## config.mk

```make
export PLATFORM = sky130hd
export DESIGN_NAME = sd_cmd_engine
export DESIGN_NICKNAME = d
export VERILOG_FILES = /design/src/rtl/sd_cmd_pkg.sv /design/src/rtl/sd_cmd_crc7.sv /design/src/rtl/sd_cmd_tx.sv /design/src/rtl/sd_cmd_rx.sv /design/src/rtl/sd_cmd_engine.sv
export SDC_FILE = /design/constraint.sdc
export NUM_CORES = 1
export LEC_CHECK = 0
export BUFFER_PORTS_ARGS = -buffer_cell sky130_fd_sc_hd__buf_2
export CAP_MARGIN = 20
export CELL_PAD_IN_SITES_DETAIL_PLACEMENT = 1
export CELL_PAD_IN_SITES_GLOBAL_PLACEMENT = 1
export CORE_ASPECT_RATIO = 1.1
export CORE_UTILIZATION = 46
export CTS_BUF_LIST = sky130_fd_sc_hd__clkbuf_16
export CTS_CLUSTER_DIAMETER = 60
export DETAILED_ROUTE_END_ITERATION = 6
export MAX_ROUTING_LAYER = met4
export PLACE_DENSITY_LB_ADDON = 0.1
export SLEW_MARGIN = 20
export SYNTH_ARGS = -nofsm -noshare
export SYNTH_HDL_FRONTEND = slang
export SYNTH_SLANG_ARGS = --single-unit
export TNS_END_PERCENT = 5
```

## constraint.sdc

```tcl
create_clock -name clk_i -period 3 [get_ports clk_i]
set_clock_uncertainty 0.2 [all_clocks]
set_input_delay 0.3 -clock clk_i [delete_from_list [all_inputs] [get_ports clk_i]]
set_output_delay 0.3 -clock clk_i [all_outputs]
set_load 0.03 [all_outputs]
```

## src/rtl/sd_cmd_pkg.sv

```systemverilog
`timescale 1ns/1ps
package sd_cmd_pkg;
  localparam int unsigned TOKEN_BITS  = 48;
  localparam int unsigned CRC_SPAN    = 40;
  localparam int unsigned SHORT_BITS  = 48;
  localparam int unsigned LONG_BITS   = 136;
  localparam int unsigned LONG_CRC_LO = 8;
  localparam int unsigned LONG_CRC_HI = LONG_BITS - 9;
  localparam int unsigned SHORT_CRC_HI = SHORT_BITS - 9;
  localparam int unsigned WORD_W      = 32;
  localparam int unsigned NUM_WORDS   = 4;
  localparam int unsigned CW_W        = 11;
  localparam int unsigned ST_W        = 7;

  localparam int unsigned CW_NEED = 6;
  localparam int unsigned CW_LONG = 7;
  localparam int unsigned CW_APP  = 8;
  localparam int unsigned CW_EN   = 9;
  localparam int unsigned CW_RST  = 10;

  localparam int unsigned ST_SENT    = 6;
  localparam int unsigned ST_CRC_OK  = 4;
  localparam int unsigned ST_TMO     = 2;
  localparam int unsigned ST_CRC_BAD = 0;

  typedef enum logic [1:0] {RX_IDLE, RX_WAIT, RX_RECV} rx_state_e;

  function automatic logic [6:0] crc7_step(input logic [6:0] c, input logic b);
    logic fb;
    fb = b ^ c[6];
    return {c[5:0], 1'b0} ^ (fb ? 7'h09 : 7'h00);
  endfunction
endpackage

```

## src/rtl/sd_cmd_crc7.sv

```systemverilog
`timescale 1ns/1ps
module sd_cmd_crc7 import sd_cmd_pkg::*; (
  input  logic       clk_i,
  input  logic       rst_ni,
  input  logic       clr_i,
  input  logic       en_i,
  input  logic       bit_i,
  output logic [6:0] crc_o
);
  logic [6:0] crc_q;

  always_ff @(posedge clk_i or negedge rst_ni) begin
    if (!rst_ni)     crc_q <= '0;
    else if (clr_i)  crc_q <= '0;
    else if (en_i)   crc_q <= crc7_step(crc_q, bit_i);
  end

  assign crc_o = crc_q;
endmodule

```

## src/rtl/sd_cmd_tx.sv

```systemverilog
`timescale 1ns/1ps
module sd_cmd_tx import sd_cmd_pkg::*; (
  input  logic        clk_i,
  input  logic        rst_ni,
  input  logic        srst_i,
  input  logic        start_i,
  input  logic [5:0]  idx_i,
  input  logic [31:0] arg_i,
  input  logic        tick_i,
  output logic        active_o,
  output logic        done_o,
  output logic        bit_o
);
  localparam logic [5:0] LAST_BIT = 6'(TOKEN_BITS - 1);
  localparam logic [5:0] CRC_END  = 6'(TOKEN_BITS - 2);
  localparam logic [5:0] BODY_END = 6'(CRC_SPAN);

  logic [CRC_SPAN-1:0] sh_q;
  logic [5:0]          cnt_q;
  logic                act_q;
  logic [6:0]          crc;
  logic [2:0]          crc_sel;
  logic                crc_en;

  assign crc_en  = act_q && tick_i && (cnt_q < BODY_END);
  assign crc_sel = 3'(CRC_END - cnt_q);

  sd_cmd_crc7 u_crc (
    .clk_i  (clk_i),
    .rst_ni (rst_ni),
    .clr_i  (start_i),
    .en_i   (crc_en),
    .bit_i  (sh_q[CRC_SPAN-1]),
    .crc_o  (crc)
  );

  always_comb begin
    if (!act_q)                 bit_o = 1'b1;
    else if (cnt_q < BODY_END)  bit_o = sh_q[CRC_SPAN-1];
    else if (cnt_q < LAST_BIT)  bit_o = crc[crc_sel];
    else                        bit_o = 1'b1;
  end

  assign done_o   = act_q && tick_i && (cnt_q == LAST_BIT);
  assign active_o = act_q;

  always_ff @(posedge clk_i or negedge rst_ni) begin
    if (!rst_ni) begin
      sh_q  <= '0;
      cnt_q <= '0;
      act_q <= 1'b0;
    end else if (srst_i) begin
      act_q <= 1'b0;
      cnt_q <= '0;
    end else if (start_i) begin
      sh_q  <= {2'b01, idx_i, arg_i};
      cnt_q <= '0;
      act_q <= 1'b1;
    end else if (act_q && tick_i) begin
      sh_q  <= {sh_q[CRC_SPAN-2:0], 1'b0};
      cnt_q <= cnt_q + 6'd1;
      if (cnt_q == LAST_BIT) act_q <= 1'b0;
    end
  end


  tx_len_chk: assert property (@(posedge clk_i) disable iff (!rst_ni)
    act_q |-> (cnt_q <= LAST_BIT));
endmodule

```

## src/rtl/sd_cmd_rx.sv

```systemverilog
`timescale 1ns/1ps
module sd_cmd_rx import sd_cmd_pkg::*; #(
  parameter int unsigned TIMEOUT_TICKS = 64
) (
  input  logic                 clk_i,
  input  logic                 rst_ni,
  input  logic                 srst_i,
  input  logic                 arm_i,
  input  logic                 long_i,
  input  logic                 tick_i,
  input  logic                 bit_i,
  output logic                 busy_o,
  output logic                 ok_o,
  output logic                 bad_o,
  output logic                 tmo_o,
  output logic [LONG_BITS-1:0] data_o
);
  localparam int unsigned WCNT_W = $clog2(TIMEOUT_TICKS + 1);
  localparam logic [WCNT_W-1:0] WAIT_LAST = WCNT_W'(TIMEOUT_TICKS - 1);

  rx_state_e            st_q;
  logic [LONG_BITS-1:0] sh_q;
  logic [7:0]           cnt_q;
  logic [WCNT_W-1:0]    wcnt_q;
  logic                 long_q;
  logic                 ok_q, bad_q, tmo_q;
  logic [7:0]           last_idx;
  logic                 in_span;
  logic                 crc_en;
  logic [6:0]           crc;

  assign last_idx = long_q ? 8'(LONG_BITS - 1) : 8'(SHORT_BITS - 1);
  assign in_span  = long_q ? (cnt_q >= 8'(LONG_CRC_LO) && cnt_q <= 8'(LONG_CRC_HI))
                           : (cnt_q >= 8'd1 && cnt_q <= 8'(SHORT_CRC_HI));
  assign crc_en   = (st_q == RX_RECV) && tick_i && in_span;

  sd_cmd_crc7 u_crc (
    .clk_i  (clk_i),
    .rst_ni (rst_ni),
    .clr_i  (arm_i),
    .en_i   (crc_en),
    .bit_i  (bit_i),
    .crc_o  (crc)
  );

  always_ff @(posedge clk_i or negedge rst_ni) begin
    if (!rst_ni) begin
      st_q   <= RX_IDLE;
      sh_q   <= '0;
      cnt_q  <= '0;
      wcnt_q <= '0;
      long_q <= 1'b0;
      ok_q   <= 1'b0;
      bad_q  <= 1'b0;
      tmo_q  <= 1'b0;
    end else begin
      ok_q  <= 1'b0;
      bad_q <= 1'b0;
      tmo_q <= 1'b0;
      if (srst_i) begin
        st_q <= RX_IDLE;
      end else begin
        unique case (st_q)
          RX_IDLE: if (arm_i) begin
            st_q   <= RX_WAIT;
            wcnt_q <= '0;
            long_q <= long_i;
          end
          RX_WAIT: if (tick_i) begin
            if (!bit_i) begin
              st_q  <= RX_RECV;
              cnt_q <= 8'd1;
              sh_q  <= '0;
            end else if (wcnt_q == WAIT_LAST) begin
              st_q  <= RX_IDLE;
              tmo_q <= 1'b1;
            end else begin
              wcnt_q <= wcnt_q + 1'b1;
            end
          end
          RX_RECV: if (tick_i) begin
            sh_q  <= {sh_q[LONG_BITS-2:0], bit_i};
            cnt_q <= cnt_q + 8'd1;
            if (cnt_q == last_idx) begin
              st_q <= RX_IDLE;
              if (crc == sh_q[6:0]) ok_q  <= 1'b1;
              else                  bad_q <= 1'b1;
            end
          end
          default: st_q <= RX_IDLE;
        endcase
      end
    end
  end

  assign busy_o = (st_q != RX_IDLE);
  assign ok_o   = ok_q;
  assign bad_o  = bad_q;
  assign tmo_o  = tmo_q;
  assign data_o = sh_q;


  wait_bound_chk: assert property (@(posedge clk_i) disable iff (!rst_ni)
    (st_q == RX_WAIT) |-> (wcnt_q <= WAIT_LAST));

  rx_outcome_chk: assert property (@(posedge clk_i) disable iff (!rst_ni)
    $onehot0({ok_q, bad_q, tmo_q}));
endmodule

```

## src/rtl/sd_cmd_engine.sv

```systemverilog
`timescale 1ns/1ps
module sd_cmd_engine import sd_cmd_pkg::*; #(
  parameter int unsigned TIMEOUT_TICKS = 64,
  parameter int unsigned RST_CYCLES    = 4
) (
  input  logic                        clk_i,
  input  logic                        rst_ni,
  input  logic                        tick_i,
  input  logic                        cmd_wr_i,
  input  logic [CW_W-1:0]             cmd_wdata_i,
  input  logic                        arg_wr_i,
  input  logic [31:0]                 arg_wdata_i,
  input  logic                        clr_wr_i,
  input  logic [ST_W-1:0]             clr_mask_i,
  output logic [CW_W-1:0]             cmd_rdata_o,
  output logic [ST_W-1:0]             status_o,
  output logic [6:0]                  resp_idx_o,
  output logic [NUM_WORDS*WORD_W-1:0] resp_o,
  output logic                        sd_cmd_o,
  output logic                        sd_cmd_oe_o,
  input  logic                        sd_cmd_i
);
  localparam int unsigned RST_W = $clog2(RST_CYCLES + 1);
  localparam int unsigned RESP_W = NUM_WORDS * WORD_W;

  logic [31:0]      arg_q;
  logic [8:0]       cmd_q;
  logic             busy_q;
  logic [RST_W-1:0] rst_cnt_q;
  logic [ST_W-1:0]  status_q, st_set, st_clr;
  logic [6:0]       idx_q;
  logic [WORD_W-1:0] resp_q [NUM_WORDS];

  logic srst, rst_busy, wr_ok, launch;
  logic tx_act, tx_done, tx_bit;
  logic rx_busy, rx_ok, rx_bad, rx_tmo, rx_done;
  logic [LONG_BITS-1:0] rx_data;
  logic finish;
  logic rx_unused;

  assign srst     = cmd_wr_i && cmd_wdata_i[CW_RST];
  assign rst_busy = (rst_cnt_q != '0);
  assign wr_ok    = cmd_wr_i && !cmd_wdata_i[CW_RST] && !busy_q && !rst_busy;
  assign launch   = wr_ok && cmd_wdata_i[CW_EN];
  assign rx_done  = rx_ok || rx_bad;
  assign finish   = (tx_done && !cmd_q[CW_NEED-0]) || rx_ok || rx_bad || rx_tmo;
  assign rx_unused = ^rx_data[LONG_BITS-1:LONG_BITS-2];

  sd_cmd_tx u_tx (
    .clk_i    (clk_i),
    .rst_ni   (rst_ni),
    .srst_i   (srst),
    .start_i  (launch),
    .idx_i    (cmd_wdata_i[5:0]),
    .arg_i    (arg_q),
    .tick_i   (tick_i),
    .active_o (tx_act),
    .done_o   (tx_done),
    .bit_o    (tx_bit)
  );

  sd_cmd_rx #(.TIMEOUT_TICKS(TIMEOUT_TICKS)) u_rx (
    .clk_i  (clk_i),
    .rst_ni (rst_ni),
    .srst_i (srst),
    .arm_i  (tx_done && cmd_q[CW_NEED]),
    .long_i (cmd_q[CW_LONG]),
    .tick_i (tick_i),
    .bit_i  (sd_cmd_i),
    .busy_o (rx_busy),
    .ok_o   (rx_ok),
    .bad_o  (rx_bad),
    .tmo_o  (rx_tmo),
    .data_o (rx_data)
  );

  always_comb begin
    st_set = '0;
    st_set[ST_SENT]    = finish;
    st_set[ST_CRC_OK]  = rx_ok;
    st_set[ST_CRC_BAD] = rx_bad;
    st_set[ST_TMO]     = rx_tmo;
    st_clr = clr_wr_i ? clr_mask_i : '0;
  end

  always_ff @(posedge clk_i or negedge rst_ni) begin
    if (!rst_ni) begin
      arg_q     <= '0;
      cmd_q     <= '0;
      busy_q    <= 1'b0;
      rst_cnt_q <= '0;
      status_q  <= '0;
      idx_q     <= '0;
    end else begin
      if (arg_wr_i && !busy_q) arg_q <= arg_wdata_i;
      if (srst) begin
        cmd_q     <= '0;
        busy_q    <= 1'b0;
        rst_cnt_q <= RST_W'(RST_CYCLES);
        status_q  <= '0;
        idx_q     <= '0;
      end else begin
        if (rst_busy) rst_cnt_q <= rst_cnt_q - 1'b1;
        if (wr_ok) cmd_q <= cmd_wdata_i[8:0];
        if (launch)      busy_q <= 1'b1;
        else if (finish) busy_q <= 1'b0;
        status_q <= (status_q & ~st_clr) | st_set;
        if (rx_done)
          idx_q <= {cmd_q[CW_APP], cmd_q[CW_LONG] ? rx_data[LONG_BITS-3:LONG_BITS-8]
                                                  : rx_data[SHORT_BITS-3:SHORT_BITS-8]};
      end
    end
  end

  for (genvar g = 0; g < NUM_WORDS; g++) begin : g_word
    localparam int unsigned HI = RESP_W - 1 - g * WORD_W;
    assign resp_o[HI -: WORD_W] = resp_q[g];
    always_ff @(posedge clk_i or negedge rst_ni) begin
      if (!rst_ni)       resp_q[g] <= '0;
      else if (srst)     resp_q[g] <= '0;
      else if (rx_done) begin
        if (cmd_q[CW_LONG])  resp_q[g] <= rx_data[HI -: WORD_W];
        else if (g == 0)     resp_q[g] <= rx_data[SHORT_BITS-9 -: WORD_W];
      end
    end
  end

  assign cmd_rdata_o = {rst_busy, busy_q, cmd_q};
  assign status_o    = status_q;
  assign resp_idx_o  = idx_q;
  assign sd_cmd_o    = tx_bit;
  assign sd_cmd_oe_o = tx_act;


  tx_start_bit_chk: assert property (@(posedge clk_i) disable iff (!rst_ni)
    $rose(tx_act) |-> (sd_cmd_oe_o && !sd_cmd_o));

  no_drive_in_rx_chk: assert property (@(posedge clk_i) disable iff (!rst_ni)
    !(tx_act && rx_busy));

  en_clear_chk: assert property (@(posedge clk_i) disable iff (!rst_ni)
    ($fell(busy_q) && !$past(srst)) |-> status_q[ST_SENT]);

  rst_idle_chk: assert property (@(posedge clk_i) disable iff (!rst_ni)
    rst_busy |-> (!busy_q && !tx_act && !rx_busy));
endmodule

```

* Yosys cells after proc, flatten, opt, wreduce, memory -nomap -nowiden
Index checks and enable logic that the tools add are counted.
** Cells by class
- $add $sub $neg :: 5
- $mul :: 0
- Div/mod/pow operators :: 0
- Magnitude comparators :: 7
- Eq/ne operators :: 17
- Shift-type cells :: 0
- Muxes and demuxes :: 82
- Bitwise gates (word level) :: 8
- Reduce and logical (&&, ||, !) cells :: 44
** Operators by type and width (number)
- 134-bit 2-to-1 mux :: 3
- 32-bit 2-to-1 mux :: 12
- 134-bit one-hot mux with 2 select lines :: 1
- 7-bit 2-to-1 mux :: 12
- 40-bit 2-to-1 mux :: 2
- 8-bit 2-to-1 mux :: 4
- 1-bit 2-to-1 mux :: 27
- 6-bit 2-to-1 mux :: 4
- 9-bit 2-to-1 mux :: 2
- 2-bit nonzero test :: 9
- 8-bit one-hot mux with 2 select lines :: 1
- 1-bit logical AND :: 15
- 2-bit 2-to-1 mux :: 7
- 7-bit one-hot mux with 2 select lines :: 1
- 7-bit by 4-bit XOR with 7-bit output :: 2
- 6-bit less-than comparator, second input constant :: 2
- 3-bit nonzero test :: 4
- 2-bit inequality test, second input constant :: 5
- 5-bit AND reduction :: 2
- 3-bit inequality test, second input constant :: 3
- 8-bit by 1-bit adder with 8-bit output, second input constant :: 1
- 8-bit == test :: 1
- 8-bit by 1-bit greater-or-equal comparator with 1-bit output, second input constant :: 1
- 8-bit by 4-bit greater-or-equal comparator with 1-bit output, second input constant :: 1
- 30 further kinds :: 41
** Storage, ports and cells
- Bits in registers :: 403
- Latch bits :: 0
- Bits in writable memories :: 0
- Memory bits (read-only) :: 0
- Output and inout port bits :: 155
- Logic and storage cells :: 186
- Memories kept :: 0

* Longest topological paths before layout
Gate-level depths: netlist of the first run.
- Depth in word-level cells :: 9
- Gate-level depth with buffers :: 8
- Depth with buffers taken out :: 6

* By module
A second synthesis of the first run with hierarchy kept.
** Unflattened totals
- Cells, all modules :: 1452
- Area total of the unflattened synthesis :: 16739.8 um^2
** By module, submodules not included
- sd_cmd_engine :: times used 1, cells an instance 711, area an instance 7664.9 um^2, seq. area each 4679.5 um^2
- sd_cmd_rx :: times used 1, cells an instance 457, area an instance 6174.7 um^2, seq. area each 3928.8 um^2
- sd_cmd_tx :: times used 1, cells an instance 228, area an instance 2284.7 um^2, seq. area each 1176.1 um^2
- sd_cmd_crc7 :: times used 2, cells an instance 28, area an instance 307.8 um^2, seq. area each 175.2 um^2

* Worst setup path before layout of the first run
Ideal clock, no wire load.
- Path kind :: register -> output
- Start :: register u_tx.cnt_q[0]
- End :: output sd_cmd_o
- Arrival :: 2.032 ns
- Slack :: 0.468 ns
- Stages on the path, launching flop included :: 6
- Cell sequence :: dfrtp_1 ha_1 mux4_2 nor4b_1 nor2_1 a311o_1
** On the way
- Cells in the longest elaborated chain, start to end :: 6
- Elaborated cells on any way between the ends :: 8
- Those cells by class :: 1 x add/sub; 2 x order compare; 5 x mux
** RTL lines
- start: declaration :: line sd_cmd_tx.sv:19 : logic [5:0] cnt_q;
- start signal: assignment :: line sd_cmd_tx.sv:61 : cnt_q <= cnt_q + 6'd1;
- 3-bit subtractor :: line sd_cmd_tx.sv:26 : assign crc_sel = 3'(CRC_END - cnt_q);
- 1-bit binary-select mux with 3-bit select :: line sd_cmd_tx.sv:40 : else if (cnt_q < LAST_BIT) bit_o = crc[crc_sel];
- 1-bit 2-to-1 mux (implied by the code) :: line sd_cmd_tx.sv:40
- 1-bit 2-to-1 mux :: line sd_cmd_tx.sv:40
- 1-bit 2-to-1 mux * :: line sd_cmd_tx.sv:39 : else if (cnt_q < BODY_END) bit_o = sh_q[CRC_SPAN-1];
- 1-bit 2-to-1 mux * :: line sd_cmd_tx.sv:38 : if (!act_q) bit_o = 1'b1;
- end: declaration :: line sd_cmd_engine.sv:19 : output logic sd_cmd_o,
Every way passes the cells marked *; elsewhere a longest branch is shown, timed or not. The select of a mux whose other input is x is not followed.

* Worst setup path in the final report of the first run
Ends and elaborated chain as after synthesis.

==> results of run 1 <==
-- state kept, by name (all words and copies together), names as in the netlist, 6 cells and up --
| signal | flops |
|---|---|
| u_rx.u_crc.crc_o | 7 |
| resp_idx_o | 7 |
| u_rx.data_o | 134 |
| arg_q | 32 |
| cmd_q | 9 |
| u_rx.cnt_q | 8 |
| u_tx.sh_q | 40 |
| status_o | 7 |
| resp_o | 128 |
| u_tx.u_crc.crc_o | 7 |
| u_rx.wcnt_q | 7 |
| u_tx.cnt_q | 6 |
-- per-stage QoR --
step           instances  area [sq um]  total power [W]  worst slack (ns)  util, %
4_1_cts             2161         20180          0.01234          -0.05384    57.15
3_3_place_gp        2025         18280         0.007271            0.3092    51.77
6_report            2161         20180          0.01219          -0.02821    57.15
5_1_grt             2161         20180          0.01270          -0.08309    57.15
2_1_floorplan       1402         16580         0.006886            0.4676        -
3_5_place_dp        2025         18280         0.007343            0.3120    51.77
-- kinds of logic (layout without fill, tap and decap cells) --
group | count (synthesis) | count (layout) | share of synthesized area, %
DFF | 403 | 403 | 60.83
xor gates and xnor gates | 23 | 23 | 1.215
buffers and inverters | 116 | 394 | 2.943
muxes | 158 | 158 | 10.43
adders and majority gates | 9 | 9 | 0.6792
and+or+nand+nor | 357 | 357 | 9.207
AOI/OAI and AO/OA | 336 | 336 | 14.70
-- worst max-delay path: stages, from the launching register on --
cell and delay (ns):
dfrtp_2 0.42, ha_4 0.28, mux4_2 0.52, nor4b_2 0.22, nor2_1 0.07, a311o_1 0.33
buf_6 0.15
-- per-layer routing --
metal / routed length [um] / part of all wire (%) / vias up / GRT usage [%]
met5: 0 / 0 / - / -
met1: 18230 / 44 / 6179 / 31.00
li1: - / - / 5450 / -
met3: 1530 / 3.7 / 49 / 3.548
met4: 646 / 1.6 / 0 / 5.417
met2: 21020 / 51 / 208 / 40.21
-- power by group --
group          switching (W)  total, W  internal, W
logic               0.000697   0.00131     0.000614
clock network        0.00212   0.00486      0.00274
registers           0.000243   0.00601      0.00577
-- placed cells by master (no fill, tap or decap), types with 5 or more instances in the layout --
master         count
ha_1               8
nand2_1          229
mux2_1            62
buf_12            15
buf_4             21
nor2_1            67
mux2_2            46
a21oi_1          114
clkinv_1          10
nor3_1             5
xnor2_1            8
a211oi_1          40
mux2i_1           49
xor2_1            15
a22o_1           144
dfrtp_1          401
o21ai_0            6
nand4_1            5
inv_1             28
buf_2            209
clkbuf_16         44
nand3_1            9
dlygate4sd3_1     56
and3_1             7
-- final timing paths --
kind | startpoint | endpoint | slack [ns] | cells past startpoint
worst min-delay path | clr_wr_i | status_o[6] | 0.04 | 3
min in group asynchronous | rst_ni | u_tx.u_crc.crc_o[1] | 0.15 | 2
max in group asynchronous | rst_ni | u_rx.data_o[52] | 1.57 | 4
worst max-delay path | u_tx.cnt_q[0] | sd_cmd_o | -0.03 | 6
worst min register to register | u_tx.sh_q[6] | u_tx.sh_q[6] | 0.28 | 1
worst max register to register | u_rx.st_q[1] | u_rx.u_crc.crc_o[4] | 0.35 | 4
-- final cells by class --
cell class,count,share of cell area [%]
inverters,14,0.2604
well taps,481,2.982
flip-flops and latches,403,49.98
repair buffers,303,10.36
clock buffers,44,5.456
clock inverters,33,0.9113
multi-input cells,883,30.05
-- repair_timing --
item	4_1_cts	5_1_grt
hold buffers	56	0
pin swaps	1	0
resized for setup	6	0
buffers inserted	3	0
setup endpoints to repair	1	1
endpoints found under the hold margin	160	0
==> impl_metrics.py, run 1 <==
metrics = {
    "synth": {
        "synth.distinct_cells": 56,
        "synth_edf_count": 0,
        "ys_ff_latch": 403,
        "ys_seq_area_share_pct": 60.83,
        "netlist_instances": 1402,
        "synth.area.top_cells": "dfrtp_1 (61%), a22o_1 (7.6%), nand2_1 (5.2%)",
        "synthFlopType": "dfrtp_1",
        "synth_most_common_cell": "dfrtp_1",
        "yosysTopAreaCellShare_pct": 60.83,
        "syn-num-nets": 1468,
        "yosysTopAreaCell": "dfrtp_1",
        "avgSynthCellArea_sq_um": 11.83,
        "synth_commonest_cells": "dfrtp_1 (403), nand2_1 (230), a22o_1 (144)",
        "synth-async-reset-ratio_pct": 100.0,
        "synth_area_sq_um": 16580,
        "yosys_warnings": 0,
    },
    "critical_path": {
        "crit_arrival_ns": 2.53,
        "worst_setup_path_end_kind": "output port",
        "criticalPathCategory": "reg2out",
        "start_kind": "register",
        "worstPathMaxFanout": 2,
        "worstPathRequired_ns": 2.50,
    },
    "run_status": {
        "violations": "negative setup slack",
        "outcome": "finished with violations",
    },
    "cells_and_area": {
        "nFillCells": 3741,
        "diodes": 0,
        "synthToLayoutAreaGrowth_pct": 21.73,
        "multiInputGateArea_sq_um": 6065,
        "drive_above_1_share_pct": 21.79,
        "nets": 1714,
        "layout.area.seq_sq_um": 10090,
    },
    "clock_network": {
        "cts.sinks": 403,
        "clk_pin_slew_ns": 0.05,
        "clockBufferDepth": 3,
        "numCtsBuffers": 43,
        "cts_root_buf": "clkbuf_16",
        "h-tree-depth": 2,
        "clkLatencyLatePin_ns": 0.55,
        "cts_tree": "done",
    },
    "floorplan": {
        "ioPinCount": 212,
        "fp.dieW_um": 183.0,
        "rows": 72,
        "die_area_sq_um": 36810,
        "chipHeight_um": 201.1,
        "core_area_sq_um": 35310,
        "initial_core_util_pct": 46.95,
    },
    "detailed_routing": {
        "viasPerCell": 5.500,
        "drt_wl_total_um": 41430,
        "drt-pass1-iter-count": 4,
        "drc_errors": 0,
        "drt-wirelength-per-cell_um": 19.17,
        "detail_route.iter0.violations": 578,
        "vias": 11890,
        "drt.antenna.violating_nets": 0,
    },
    "sta": {
        "max-slew-margin-rel_pct": 29.62,
        "fin_crit_ns": 3.028,
        "timing.hold.ws_ns": 0.04325,
        "final-setup-viol-count": 1,
        "setup_ws_ns": -0.02821,
        "fmax_ghz": 0.3302,
        "finalHoldViolCount": 0,
        "fin_setup_tns_ns": -0.02821,
        "post-route-period-util_pct": 100.9,
        "worst_slew_pin_slew_ns": 1.052,
        "rsz0062_at_grt": "true",
        "maxSlewViolCount": 0,
    },
    "global_routing": {
        "overflow": 0,
        "grt_pass1_wl_um": 69250,
        "grt_usage_pct": 24.05,
        "grt_max_degree": 77,
        "antenna_found_initial": 0,
        "grt_pass1_vias": 12790,
    },
    "placed_design": {
        "io_buffers": 211,
        "place_congestion": 0.7816,
        "dp_hpwl_um": 25670,
    },
    "hold_path": {
        "hp-class": "in2reg",
    },
    "power_and_ir_drop": {
        "cellLeakagePower_nw": 9.736,
        "power_per_cell_area_nw_per_um2": 603.8,
        "ir_worst_vdd_mv": 0.4023,
    },
    "run": {
        "maxCapViolCount": 0,
    },
}
(Power assumes the default switching activity.)
==> inputs of run 2 (changes only) <==
--- a/config.mk
+++ b/config.mk
@@ -8,3 +8,2 @@
 export BUFFER_PORTS_ARGS = -buffer_cell sky130_fd_sc_hd__buf_2
-export CAP_MARGIN = 20
 export CELL_PAD_IN_SITES_DETAIL_PLACEMENT = 1
--- a/constraint.sdc
+++ b/constraint.sdc
@@ -4,2 +4,2 @@
 set_output_delay 0.3 -clock clk_i [all_outputs]
-set_load 0.03 [all_outputs]
+set_load 0.01 [all_outputs]
==> impl_metrics.py, run 2 (synthesized netlist as in run 1, its figures left out) <==
metrics = {
    "floorplan": {
        "ioPinCount": 212,
        "chipHeight_um": 201.1,
        "core_area_sq_um": 35310,
        "die_area_sq_um": 36810,
        "rows": 72,
        "initial_core_util_pct": 46.95,
        "fp.dieW_um": 183.0,
    },
    "detailed_routing": {
        "drt-pass1-iter-count": 4,
        "drc_errors": 0,
        "detail_route.iter0.violations": 554,
        "drt_wl_total_um": 42620,
        "drt.antenna.violating_nets": 0,
        "vias": 11850,
        "drt-wirelength-per-cell_um": 19.74,
        "viasPerCell": 5.487,
    },
    "placed_design": {
        "place_congestion": 0.7710,
        "io_buffers": 211,
        "post-place-ws_ns": 0.3501,
        "dp_hpwl_um": 25710,
    },
    "cells_and_area": {
        "synthToLayoutAreaGrowth_pct": 22.42,
        "largest_reg_flops": 134,
        "final_cell_mix": "dfrtp_1 (401), nand2_1 (229), buf_2 (210), a22o_1 (144), a21oi_1 (114)",
        "nets": 1712,
        "layout_commonest_cell": "dfrtp_1",
        "drive_above_1_share_pct": 22.30,
    },
    "sta": {
        "worst_slew_pin_slew_ns": 0.7833,
        "fmax_ghz": 0.3306,
        "fin_crit_ns": 3.025,
        "setup_ws_ns": -0.02459,
        "final-setup-viol-count": 1,
        "post-route-period-util_pct": 100.8,
        "rsz0062_at_grt": "true",
        "max-slew-margin-rel_pct": 47.38,
        "timing.hold.ws_ns": 0.04524,
        "finalHoldViolCount": 0,
        "maxSlewViolCount": 0,
    },
    "global_routing": {
        "grt_pass1_vias": 12690,
        "gr-usage-met1_pct": 32.08,
        "grt_pass1_wl_um": 70640,
        "overflow": 0,
        "grt_max_degree": 77,
        "met3_usage_pct": 3.801,
        "grt_usage_pct": 24.71,
        "antenna_found_initial": 1,
        "met2_usage_pct": 40.10,
        "busiest_layer": "met2",
    },
    "clock_network": {
        "clk_pin_slew_ns": 0.06,
        "cts_root_buf": "clkbuf_16",
        "cts_tree": "done",
        "h-tree-depth": 2,
        "clkLatencyLatePin_ns": 0.54,
        "clockBufferDepth": 3,
        "numCtsBuffers": 43,
        "cts.sinks": 403,
    },
    "critical_path": {
        "worstPathRequired_ns": 2.50,
        "start_kind": "register",
        "worst_setup_path_end_kind": "output port",
        "worstPathMaxFanout": 4,
        "criticalPathCategory": "reg2out",
        "crit_arrival_ns": 2.52,
    },
    "power_and_ir_drop": {
        "ir_worst_vdd_mv": 0.5159,
        "power_per_cell_area_nw_per_um2": 626.3,
        "cellLeakagePower_nw": 9.766,
    },
    "run": {
        "maxCapViolCount": 0,
    },
    "run_status": {
        "outcome": "finished with violations",
        "violations": "negative setup slack",
    },
    "hold_path": {
        "hp-class": "in2reg",
    },
}
-- run 2: cell count changes in the layout (fill, tap and decap cells not counted), sizes merged --
cell,delta
clkinv,+2
inv,-10
clkbuf,+1
clkinvlp,+1
buf,-3
bufinv,+5
diode,+1
dlygate4sd3,+1
-- run 2: final cells by class --
cell class                      instances  area, sq um
Sequential cell                       403        10090
Tap cell                              481        601.8
Antenna cell                            1        2.502
Multi-Input combinational cell        883         6065
Inverter                               14        52.55
Timing Repair Buffer                  301         2059
Clock inverter                         31        302.8
Fill cell                            3737        15020
Clock buffer                           45         1126
-- run 2: worst paths after layout --
check / from / endpoint / slack, ns / cells after the start
setup / recovery: u_tx.cnt_q[1] / sd_cmd_o / -0.02 / 6
hold reg to reg: u_tx.sh_q[36] / u_tx.sh_q[36] / 0.28 / 1
max in group asynchronous: rst_ni / arg_q[18] / 1.51 / 4
min in group asynchronous: rst_ni / cmd_q[6] / 0.09 / 2
setup reg to reg: rst_cnt_q[0] / u_tx.sh_q[26] / 0.33 / 7
hold / removal: tick_i / u_rx.st_q[1] / 0.05 / 4
-- run 2: stage by stage --
step	instances	power, W	TNS, ns	cell area, sq um	utilization, %
2_1_floorplan	1402	0.006826	0	16580	-
3_3_place_gp	2022	0.007205	0	18250	51.67
3_5_place_dp	2022	0.007284	0	18250	51.67
4_1_cts	2157	0.01284	-0.04395	20280	57.43
5_1_grt	2159	0.01324	-0.1590	20300	57.48
6_report	2159	0.01271	-0.02459	20300	57.48
-- run 2: worst max-delay path: stages (launching register included) --
cell	delay, ns
dfrtp_1	0.42
ha_4	0.30
mux4_2	0.53
nor4b_2	0.22
nor2_1	0.06
a311o_1	0.30
buf_2	0.14
-- run 2: where the power goes --
| part | switching, W | internal [W] | total (W) |
|---|---|---|---|
| clock network | 0.00219 | 0.00323 | 0.00541 |
| registers | 0.000274 | 0.00577 | 0.00604 |
| logic | 0.000650 | 0.000608 | 0.00126 |
-- run 2: what timing repair did --
action | in CTS | in global routing
setup endpoints to repair | 1 | 1
resized for setup | 3 | 1
buffers inserted | 2 | 1
hold endpoints to repair | 257 | 0
hold buffers | 57 | 0
-- run 2: metal layers --
layer | up-vias | wire [um]
met3 | 71 | 1546
met1 | 6115 | 19010
met2 | 215 | 21030
met5 | - | 0
li1 | 5445 | -
met4 | 0 | 1030
==> inputs of run 3 (changes only) <==
--- a/constraint.sdc
+++ b/constraint.sdc
@@ -4,2 +4,2 @@
 set_output_delay 0.3 -clock clk_i [all_outputs]
-set_load 0.01 [all_outputs]
+set_load 0.005 [all_outputs]
==> impl_metrics.py, run 3 (synthesized netlist as in run 1, its figures left out) <==
metrics = {
    "run_status": {
        "outcome": "finished with violations",
        "violations": "negative setup slack",
    },
    "detailed_routing": {
        "drc_errors": 0,
        "drt-pass1-iter-count": 4,
        "detail_route.iter0.violations": 724,
        "vias": 11970,
        "drt.antenna.violating_nets": 0,
        "drt_wl_total_um": 41950,
        "viasPerCell": 5.536,
        "drt-wirelength-per-cell_um": 19.41,
    },
    "placed_design": {
        "io_buffers": 211,
        "dp_hpwl_um": 26040,
        "place_area_sq_um": 18280,
        "place_inst": 2028,
        "place_congestion": 0.7847,
    },
    "cells_and_area": {
        "instances_no_fill": 2162,
        "nets": 1716,
        "largest_reg_flops": 134,
        "diodes": 0,
        "synthToLayoutAreaGrowth_pct": 21.55,
        "final_cell_mix": "dfrtp_1 (401), nand2_1 (229), buf_2 (210), a22o_1 (144), a21oi_1 (114)",
        "design_area_sq_um": 20150,
        "layout_commonest_cell": "dfrtp_1",
        "nFillCells": 3750,
        "drive_above_1_share_pct": 21.89,
    },
    "critical_path": {
        "worstPathCellList": "ha_4 -> mux4_2 -> nor4b_2 -> nor2_1 -> a311o_1 -> buf_2",
        "worstPathRequired_ns": 2.50,
        "worst_setup_path_end_kind": "output port",
        "r2r-end": "u_tx.sh_q[25]",
        "ff2ff_setup_slack_ns": 0.38,
        "cp_num_cells": 6,
        "critPathBufInv": 1,
        "worstPathMaxFanout": 4,
        "rr_worst_depth": 7,
        "crit_path_max_incr_delay_ns": 0.54,
        "critPathTopFamily": "multiplexers",
        "r2r_start": "rst_cnt_q[0]",
        "cp_slowest_cell": "mux4_2",
        "crit_arrival_ns": 2.51,
        "start_kind": "register",
        "criticalPathCategory": "reg2out",
    },
    "sta": {
        "post-route-period-util_pct": 100.5,
        "worst_slew_pin_slew_ns": 0.7454,
        "fmax_ghz": 0.3318,
        "rsz0062_at_grt": "true",
        "setup_ws_ns": -0.01429,
        "finalHoldViolCount": 0,
        "maxSlewViolCount": 0,
        "final-setup-viol-count": 1,
        "fin_crit_ns": 3.014,
        "max-slew-margin-rel_pct": 50.30,
    },
    "power_and_ir_drop": {
        "cellLeakagePower_nw": 9.741,
        "power_per_cell_area_nw_per_um2": 601.7,
        "ir_worst_vdd_mv": 0.4775,
    },
    "clock_network": {
        "cts_root_buf": "clkbuf_16",
        "cts.sinks": 403,
        "clk_pin_slew_ns": 0.06,
        "clkLatencyLatePin_ns": 0.54,
        "numCtsBuffers": 43,
        "cts_tree": "done",
        "h-tree-depth": 2,
        "clockBufferDepth": 3,
    },
    "run": {
        "maxCapViolCount": 0,
    },
    "global_routing": {
        "grt_pass1_wl_um": 70030,
        "grt_usage_pct": 24.37,
        "grt_max_degree": 79,
        "overflow": 0,
        "grt_pass1_vias": 12970,
        "antenna_found_initial": 0,
    },
    "floorplan": {
        "ioPinCount": 212,
        "chipHeight_um": 201.1,
        "initial_core_util_pct": 46.95,
        "core_area_sq_um": 35310,
        "fp.dieW_um": 183.0,
        "rows": 72,
        "die_area_sq_um": 36810,
    },
    "hold_path": {
        "hp-start": "cmd_wdata_i[10]",
        "hp-class": "in2reg",
        "hold_depth": 3,
        "hold_end": "rst_cnt_q[0]",
    },
}
[run 3: changes by cell type in the layout (fill, tap and decap cells not counted), moves of 2 or more]
cell       change
bufinv_16      -4
buf_4          +6
clkbuf_16      -2
inv_1         +11
clkinv_2       -4
[run 3: report_power, final]
| group | leakage [nW] | switching, W | internal, W |
|---|---|---|---|
| Sequential | 5.52 | 0.000228 | 0.00577 |
| Clock | 0.686 | 0.00213 | 0.00276 |
| Combinational | 3.53 | 0.000635 | 0.000603 |
[run 3: repair_timing]
item,CTS,global route
hold buffers,56,0
setup endpoints to repair,1,1
resized for setup,3,1
hold endpoints to repair,226,0
buffers inserted,2,0
[run 3: cell type report]
| cell class | instances | area, sq um | share of cell area (%) |
|---|---|---|---|
| sequential | 403 | 10090 | 50.05 |
| multi-input combinational | 883 | 6065 | 30.09 |
| timing repair buffer | 305 | 2074 | 10.29 |
| clock buffer | 43 | 1076 | 5.339 |
| tap | 481 | 601.8 | 2.986 |
| clock inverter | 33 | 196.4 | 0.9747 |
| inverter | 14 | 52.55 | 0.2608 |
[run 3: per-stage QoR]
step	util, %	total power [W]	TNS (ns)	hold slack [ns]	setup WS (ns)
final	57.07	0.01213	-0.01429	0.02706	-0.01429
after global routing	57.07	0.01263	-0.1084	0.04795	-0.1084
after CTS	57.05	0.01227	-0.03778	0.01795	-0.03778
after detailed placement	51.76	0.007258	0	0.07782	0.3333
after global placement	51.76	0.007192	0	0.08638	0.3862
after floorplan	-	0.006810	0	-0.1956	0.5063
[run 3: metal layers]
metal / vias up / wire, um / global-route usage (%)
met5: - / 0 / -
met1: 6242 / 18800 / 31.37
met3: 60 / 1258 / 3.367
met2: 205 / 20830 / 40.25
met4: 0 / 1056 / 7.024
li1: 5462 / - / -
[run 3: worst reg2reg max path: cells and delay by family (launching register included)]
kind | cells | cell delay (ns)
DFF | 1 | 0.39
muxes | 1 | 0.42
adders and majority gates | 1 | 0.18
AOI/OAI and AO/OA | 1 | 0.19
and+or+nand+nor | 2 | 0.82
buffers and inverters | 2 | 0.32
[run 3: how the worst max path moves through the flow]
stage,startpoint,endpoint
after floorplan,rst_cnt_q[0],u_tx.sh_q[37]
after global placement,u_tx.cnt_q[0],sd_cmd_o
after detailed placement,u_tx.cnt_q[0],sd_cmd_o
after CTS,u_tx.cnt_q[0],sd_cmd_o
after global routing,u_tx.cnt_q[0],sd_cmd_o
final,u_tx.cnt_q[0],sd_cmd_o
